--- config.mk ---
export PLATFORM = sky130hd
export DESIGN_NAME = lane_link_tracker
export DESIGN_NICKNAME = d
export VERILOG_FILES = /design/src/rtl/lane_link_pkg.sv /design/src/rtl/dormant_timer.sv /design/src/rtl/link_seq.sv /design/src/rtl/lane_link_tracker.sv
export SDC_FILE = /design/constraint.sdc
export NUM_CORES = 1
export LEC_CHECK = 0
export BUFFER_PORTS_ARGS = -buffer_cell sky130_fd_sc_hd__clkbuf_2
export CAP_MARGIN = 20
export CORE_MARGIN = 2
export CORE_UTILIZATION = 35
export DETAILED_ROUTE_END_ITERATION = 16
export PLACE_DENSITY_LB_ADDON = 0.25
export SLEW_MARGIN = 20
export SYNTH_ARGS = -nofsm -noshare
export SYNTH_HDL_FRONTEND = slang
export SYNTH_SLANG_ARGS = --single-unit
--- constraint.sdc ---
create_clock -name clk -period 2.8 [get_ports clk]
set_input_delay 0 -clock clk [delete_from_list [all_inputs] [get_ports clk]]
set_output_delay 0 -clock clk [all_outputs]
set_load 0.03 [all_outputs]
--- src/rtl/lane_link_pkg.sv ---
package lane_link_pkg;

    // Line state selected for the transmit lane
    typedef enum logic [2:0] {
        D0_EIDL = 3'd0,
        D0_STBL = 3'd1,
        D0_STBH = 3'd2,
        D0_SYN  = 3'd3,
        D0_LIDL = 3'd4
    } d0_sym_e;

    // Bring-up / power-down phase
    typedef enum logic [2:0] {
        PH_OFF,
        PH_STBL,
        PH_SYN,
        PH_LIDL,
        PH_UP,
        PH_DSTBH,
        PH_DEIDL,
        PH_DORM
    } link_ph_e;

    // Decoded receive-lane flags
    typedef struct packed {
        logic stbl;
        logic stbh;
        logic syn;
        logic lidl;
        logic eidl;
    } rx_sym_t;

    typedef struct packed {
        logic detected;
        logic synced;
        logic dormant;
    } link_stat_t;

    function automatic d0_sym_e d0_for(link_ph_e ph);
        case (ph)
            PH_STBL:  return D0_STBL;
            PH_SYN:   return D0_SYN;
            PH_LIDL,
            PH_UP:    return D0_LIDL;
            PH_DSTBH: return D0_STBH;
            default:  return D0_EIDL;
        endcase
    endfunction

endpackage

--- src/rtl/dormant_timer.sv ---
module dormant_timer #(
    parameter int THRESH = 750
) (
    input  logic clk,
    input  logic rst,
    input  logic kill,
    input  logic arm,
    input  logic eidl,
    output logic reach
);
    localparam int CNT_W = $clog2(THRESH + 1);
    localparam logic [CNT_W-1:0] LAST = CNT_W'(THRESH - 1);
    localparam logic [CNT_W-1:0] TOP  = CNT_W'(THRESH);

    logic [CNT_W-1:0] cnt_q;

    assign reach = arm && eidl && (cnt_q == LAST);

    always_ff @(posedge clk) begin
        if (kill || !arm || !eidl) begin
            cnt_q <= '0;
        end else if (cnt_q != TOP) begin
            cnt_q <= cnt_q + 1'b1;
        end
    end

    // a low idle sample before the threshold restarts the count
    assert_restart_R9: assert property (@(posedge clk) disable iff (rst)
        (arm && !eidl) |=> (cnt_q == '0));

    // consecutive idle samples advance the count by one
    assert_advance_R9: assert property (@(posedge clk) disable iff (rst)
        (!kill && arm && eidl && (cnt_q < LAST)) |=> (cnt_q == $past(cnt_q) + 1'b1));

endmodule

--- src/rtl/link_seq.sv ---
module link_seq
    import lane_link_pkg::*;
(
    input  logic       clk,
    input  logic       rst,
    input  logic       kill,
    input  logic       clk_en,
    input  logic       clk_en_rise,
    input  logic       go_dormant,
    input  logic       phy_check_fail,
    input  rx_sym_t    rx,
    input  logic       dmt_reach,
    output link_ph_e   ph,
    output link_stat_t stat
);
    link_ph_e   ph_q, ph_d;
    link_stat_t st_q, st_d;

    always_comb begin
        ph_d = ph_q;
        st_d = st_q;
        case (ph_q)
            PH_OFF:   if (clk_en) ph_d = PH_STBL;
            PH_STBL:  if (rx.stbl) begin
                          ph_d = PH_SYN;
                          st_d.detected = 1'b1;
                      end
            PH_SYN:   if (rx.syn) ph_d = PH_LIDL;
            PH_LIDL:  if (rx.lidl) begin
                          ph_d = PH_UP;
                          if (!phy_check_fail) st_d.synced = 1'b1;
                      end
            PH_UP:    if (go_dormant) ph_d = PH_DSTBH;
            PH_DSTBH: if (rx.stbh) begin
                          ph_d = PH_DEIDL;
                          st_d.synced = 1'b0;
                      end
            PH_DEIDL: if (dmt_reach) begin
                          ph_d = PH_DORM;
                          st_d.dormant = 1'b1;
                      end
            PH_DORM:  if (clk_en_rise) begin
                          ph_d = PH_STBL;
                          st_d.dormant = 1'b0;
                      end
            default:  ph_d = PH_OFF;
        endcase
        if (rx.eidl) st_d.detected = 1'b0;
    end

    always_ff @(posedge clk) begin
        if (kill) begin
            ph_q <= PH_OFF;
            st_q <= '0;
        end else begin
            ph_q <= ph_d;
            st_q <= st_d;
        end
    end

    assign ph   = ph_q;
    assign stat = st_q;

    // standby answered while sending STB.L sets detection
    assert_detect_R4: assert property (@(posedge clk) disable iff (rst)
        (!kill && ph_q == PH_STBL && rx.stbl && !rx.eidl) |=> st_q.detected);

    // receive-lane idle clears detection
    assert_eidl_clear_R6: assert property (@(posedge clk) disable iff (rst)
        rx.eidl |=> !st_q.detected);

    // never synchronized while sending electrical idle
    assert_sync_not_idle_R8: assert property (@(posedge clk) disable iff (rst)
        st_q.synced |-> (d0_for(ph_q) != D0_EIDL));

    // hook keeps the synchronized bit low
    assert_hook_R11: assert property (@(posedge clk) disable iff (rst)
        (phy_check_fail && !st_q.synced) |=> !st_q.synced);

    // strobe before link-up does not start dormant entry
    assert_early_strobe_R7: assert property (@(posedge clk) disable iff (rst)
        (go_dormant && ph_q inside {PH_OFF, PH_STBL, PH_SYN, PH_LIDL}) |=> (ph_q != PH_DSTBH));

endmodule

--- src/rtl/lane_link_tracker.sv ---
module lane_link_tracker
    import lane_link_pkg::*;
#(
    parameter int DMT_CYCLES = 750
) (
    input  logic       clk,
    input  logic       rst,
    input  logic       if_en,
    input  logic       clk_en,
    input  logic       full_rst,
    input  logic       go_dormant,
    input  logic       phy_check_fail,
    input  logic       rx_stbl,
    input  logic       rx_stbh,
    input  logic       rx_syn,
    input  logic       rx_lidl,
    input  logic       rx_eidl,
    output logic [2:0] d0_sym,
    output logic       st_detected,
    output logic       st_synced,
    output logic       st_dormant
);
    logic       kill;
    logic       clk_en_q;
    logic       clk_en_rise;
    logic       dmt_reach;
    rx_sym_t    rx;
    link_ph_e   ph;
    link_stat_t stat;

    assign kill        = rst || full_rst || !if_en;
    assign clk_en_rise = clk_en && !clk_en_q;
    assign rx          = '{stbl: rx_stbl, stbh: rx_stbh, syn: rx_syn,
                           lidl: rx_lidl, eidl: rx_eidl};

    always_ff @(posedge clk) begin
        if (rst) clk_en_q <= 1'b0;
        else     clk_en_q <= clk_en;
    end

    link_seq u_seq (
        .clk            (clk),
        .rst            (rst),
        .kill           (kill),
        .clk_en         (clk_en),
        .clk_en_rise    (clk_en_rise),
        .go_dormant     (go_dormant),
        .phy_check_fail (phy_check_fail),
        .rx             (rx),
        .dmt_reach      (dmt_reach),
        .ph             (ph),
        .stat           (stat)
    );

    dormant_timer #(.THRESH(DMT_CYCLES)) u_tmr (
        .clk   (clk),
        .rst   (rst),
        .kill  (kill),
        .arm   (ph == PH_DEIDL),
        .eidl  (rx_eidl),
        .reach (dmt_reach)
    );

    assign d0_sym      = 3'(d0_for(ph));
    assign st_detected = stat.detected;
    assign st_synced   = stat.synced;
    assign st_dormant  = stat.dormant;

    // disable or full reset returns everything to idle
    assert_kill_idle_R1: assert property (@(posedge clk) disable iff (rst)
        (full_rst || !if_en) |=> (d0_sym == 3'd0 && !st_detected && !st_synced && !st_dormant));

    // dormant only rises after the timer reaches its threshold
    assert_dormant_timed_R9: assert property (@(posedge clk) disable iff (rst)
        $rose(st_dormant) |-> $past(dmt_reach));

    // clock-enable rising edge wakes the link
    assert_wake_R10: assert property (@(posedge clk) disable iff (rst)
        (st_dormant && clk_en && !clk_en_q && if_en && !full_rst) |=> (!st_dormant && d0_sym == 3'd1));

endmodule

==> flow_metrics.py <==
metrics = {
    "critical_path": {
        "critPathCaptureType": "flip-flop",
        "crit_slowest_cell": "dfxtp_1",
        "path_max_fanout": 13,
        "critical_path_class": "flip-flop to flip-flop",
        "cp_data_required_time_ns": 2.99,
        "timing.rr.start": "u_seq.ph[2]$_SDFFE_PP0P_",
        "crit_path_max_incr_delay_ns": 0.59,
        "cp-start-kind": "flip-flop",
        "cp_cell_sequence": "mux2_2 > o22ai_1 > nor3_1 > a32o_1",
        "r2r_cells": 4,
        "startpoint": "u_seq.ph[2]$_SDFFE_PP0P_",
        "cp_data_arrival_time_ns": 1.68,
    },
    "sta": {
        "fin_crit_ns": 1.49,
        "tns_ns": 0,
        "fmax_ghz": 0.670,
        "final.setup.worst_slack_ns": 1.31,
        "rsz0062_at_grt": "no",
        "final.setup_skew_ns": 0.00273,
        "fin_crit_sh_pct": 53.3,
        "slew_headroom_pct": 70.2,
        "maxSlewViolCount": 0,
        "setup_viol": 0,
        "tightest_slew_ns": 0.447,
        "hold_viol": 0,
    },
    "clock_tree": {
        "clock_latency_ns": 0.29,
        "htreeDepth": 1,
        "root_buffer": "clkbuf_4",
        "cts.sinks": 17,
        "cts_buffers": 3,
        "cts_tree": "built",
        "clkTransAtPathRegs_ns": 0.10,
        "post_cts_buffers": 0,
        "clk_path_buf_depth": 2,
    },
    "detailed_routing": {
        "drtIter0Drc": 7,
        "drc_errors": 0,
        "num_vias": 780,
        "wl_um": 1840,
        "viasPerCell": 5.10,
        "drtAntennaViolNets": 0,
        "drt_pass1_iterations": 4,
        "routedWlPerCell_um": 12.0,
    },
    "final_layout": {
        "instances_no_fill": 153,
        "synthToLayoutAreaGrowth_pct": 16.5,
        "post-route-cell-area_mm2": 0.00106,
        "nets": 139,
        "antenna_cells": 0,
        "layout-drive-gt1-share_pct": 21.1,
    },
    "yosys": {
        "synth_top_cells_by_area": "dfxtp_1, nor2_1, xor2_1, ha_1, nand4_1",
        "ys_seq_area_share_pct": 37.3,
        "synthArstFlopShare_pct": 0,
        "synth.top_cell.area_share_pct": 37.3,
        "synth.most_common_cell": "dfxtp_1",
        "avgSynthCellArea_um2": 8.86,
        "synthCells": 103,
        "synth_top_cell_by_area": "dfxtp_1",
        "synth_cell_types": 33,
        "synth_nets": 118,
        "synth_common_cells": "dfxtp_1, nor2_1, nand2_1",
        "synth-seq-cells": 17,
        "synth-main-ff-cell": "dfxtp_1",
        "ys_warn_count": 0,
        "synth_area_um2": 912,
        "synth_edf_count": 0,
    },
    "floorplanning": {
        "die-width_um": 55.1,
        "rows": 18,
        "start_util_pct": 36.8,
        "die_h_um": 55.1,
        "ios": 18,
        "core_mm2": 0.00248,
        "dieArea_mm2": 0.00303,
    },
    "grt": {
        "grt-ovfl-total": 0,
        "antenna_found_initial": 0,
        "grtUsageTotal_pct": 14.6,
        "grt_pass1_vias": 713,
        "grt_pass1_wl_um": 3130,
        "grt_max_degree": 14,
    },
    "placed_design": {
        "dpl_cell_area_mm2": 0.00101,
        "post-place-ws_ns": 1.37,
        "finalWeightedCongestion": 0.735,
        "place_inst": 146,
        "io_buffers": 17,
        "dp_hpwl_um": 1330,
    },
    "flow_run": {
        "maxCapViolations": 0,
    },
    "worst_hold_path": {
        "hold_depth": 3,
        "hp-start": "rx_lidl",
        "hold_class": "primary input to flip-flop",
    },
    "status": {
        "status": "finished, final reports clean",
    },
    "pwr": {
        "power_w": 0.000402,
        "ir_worst_vdd_uv": 193,
        "pwr_density_cell_mw_per_mm2": 378,
        "leakage_nw": 0.381,
    },
}
-- state kept, by name, summed over array words and instances, names as in the netlist --
| register | count |
|---|---|
| u_tmr.cnt_q | 10 |
| u_seq.ph | 3 |
| u_seq.stat | 3 |
| clk_en_q | 1 |
-- cells in the final DEF (no fill, tap or decap), types with 2 or more instances in the layout --
master          n
and2_1          2
nor2_1         14
mux2_2          2
clkbuf_2       17
a31oi_1         3
and4_1          2
nor3_1          5
nand2_1         7
nand4_1         5
nand2b_1        3
nand3_1         5
inv_1           2
clkbuf_4        3
mux2i_1         2
dfxtp_1        17
xor2_1          5
dlygate4sd3_1   3
ha_1            3
o21ai_0         2
xnor2_1         3
a21oi_1         5
-- worst paths after layout --
| check | end | slack [ns] |
|---|---|---|
| max | u_seq.ph[0]$_SDFFE_PP0P_ | 1.31 |
| max reg2reg | u_seq.ph[0]$_SDFFE_PP0P_ | 1.31 |
| min reg2reg | u_seq.stat[0]$_SDFFE_PP0P_ | 0.49 |
| min | u_seq.ph[2]$_SDFFE_PP0P_ | 0.05 |
-- logic make-up after synthesis --
family	synth area share, %
and+or+nand+nor	33.2
AOI/OAI and AO/OA	9.05
muxes	4.66
DFF	37.3
xor gates and xnor gates	7.68
buffers and inverters	3.98
adders and majority gates	4.12
-- stage by stage --
stage               hold WS [ns]  utilization (%)
floorplan                 0.0716                -
global placement           0.173             40.6
detailed placement         0.184             40.6
CTS                       0.0469             42.9
global route              0.0579             42.9
finish                    0.0521             42.9
-- cell type report --
cell class / count / area, um^2
clock buffers: 4 / 26.3
well taps: 30 / 37.5
multi-input cells: 80 / 536
flip-flops and latches: 17 / 340
repair buffers: 20 / 115
fillers: 254 / 1420
inverters: 2 / 7.51
-- timing repair --
item | in CTS | in global routing
resized for setup | 0 | 0
hold buffers | 3 | 0
hold endpoints to repair | 2 | 0
-- worst max-delay path, delay by kind of cell (launching register included) --
family | cells | cell delay, ns
DFF | 1 | 0.59
muxes | 1 | 0.38
AOI/OAI and AO/OA | 2 | 0.35
and+or+nand+nor | 1 | 0.07
-- metal layers --
metal	part of all wire (%)	GRT usage (%)
met1	50	18.8
met2	46	23.0
met3	3.5	4.84
met4	0.71	4.88
met5	0	0
-- power by group --
group | leakage (nW) | internal, W | switching [W]
Sequential | 0.137 | 0.000243 | 0.00000193
Clock | 0.0150 | 0.0000553 | 0.0000783
Combinational | 0.229 | 0.0000134 | 0.00000989
Total | 0.381 | 0.000312 | 0.0000901
(Power assumes the default switching activity.)
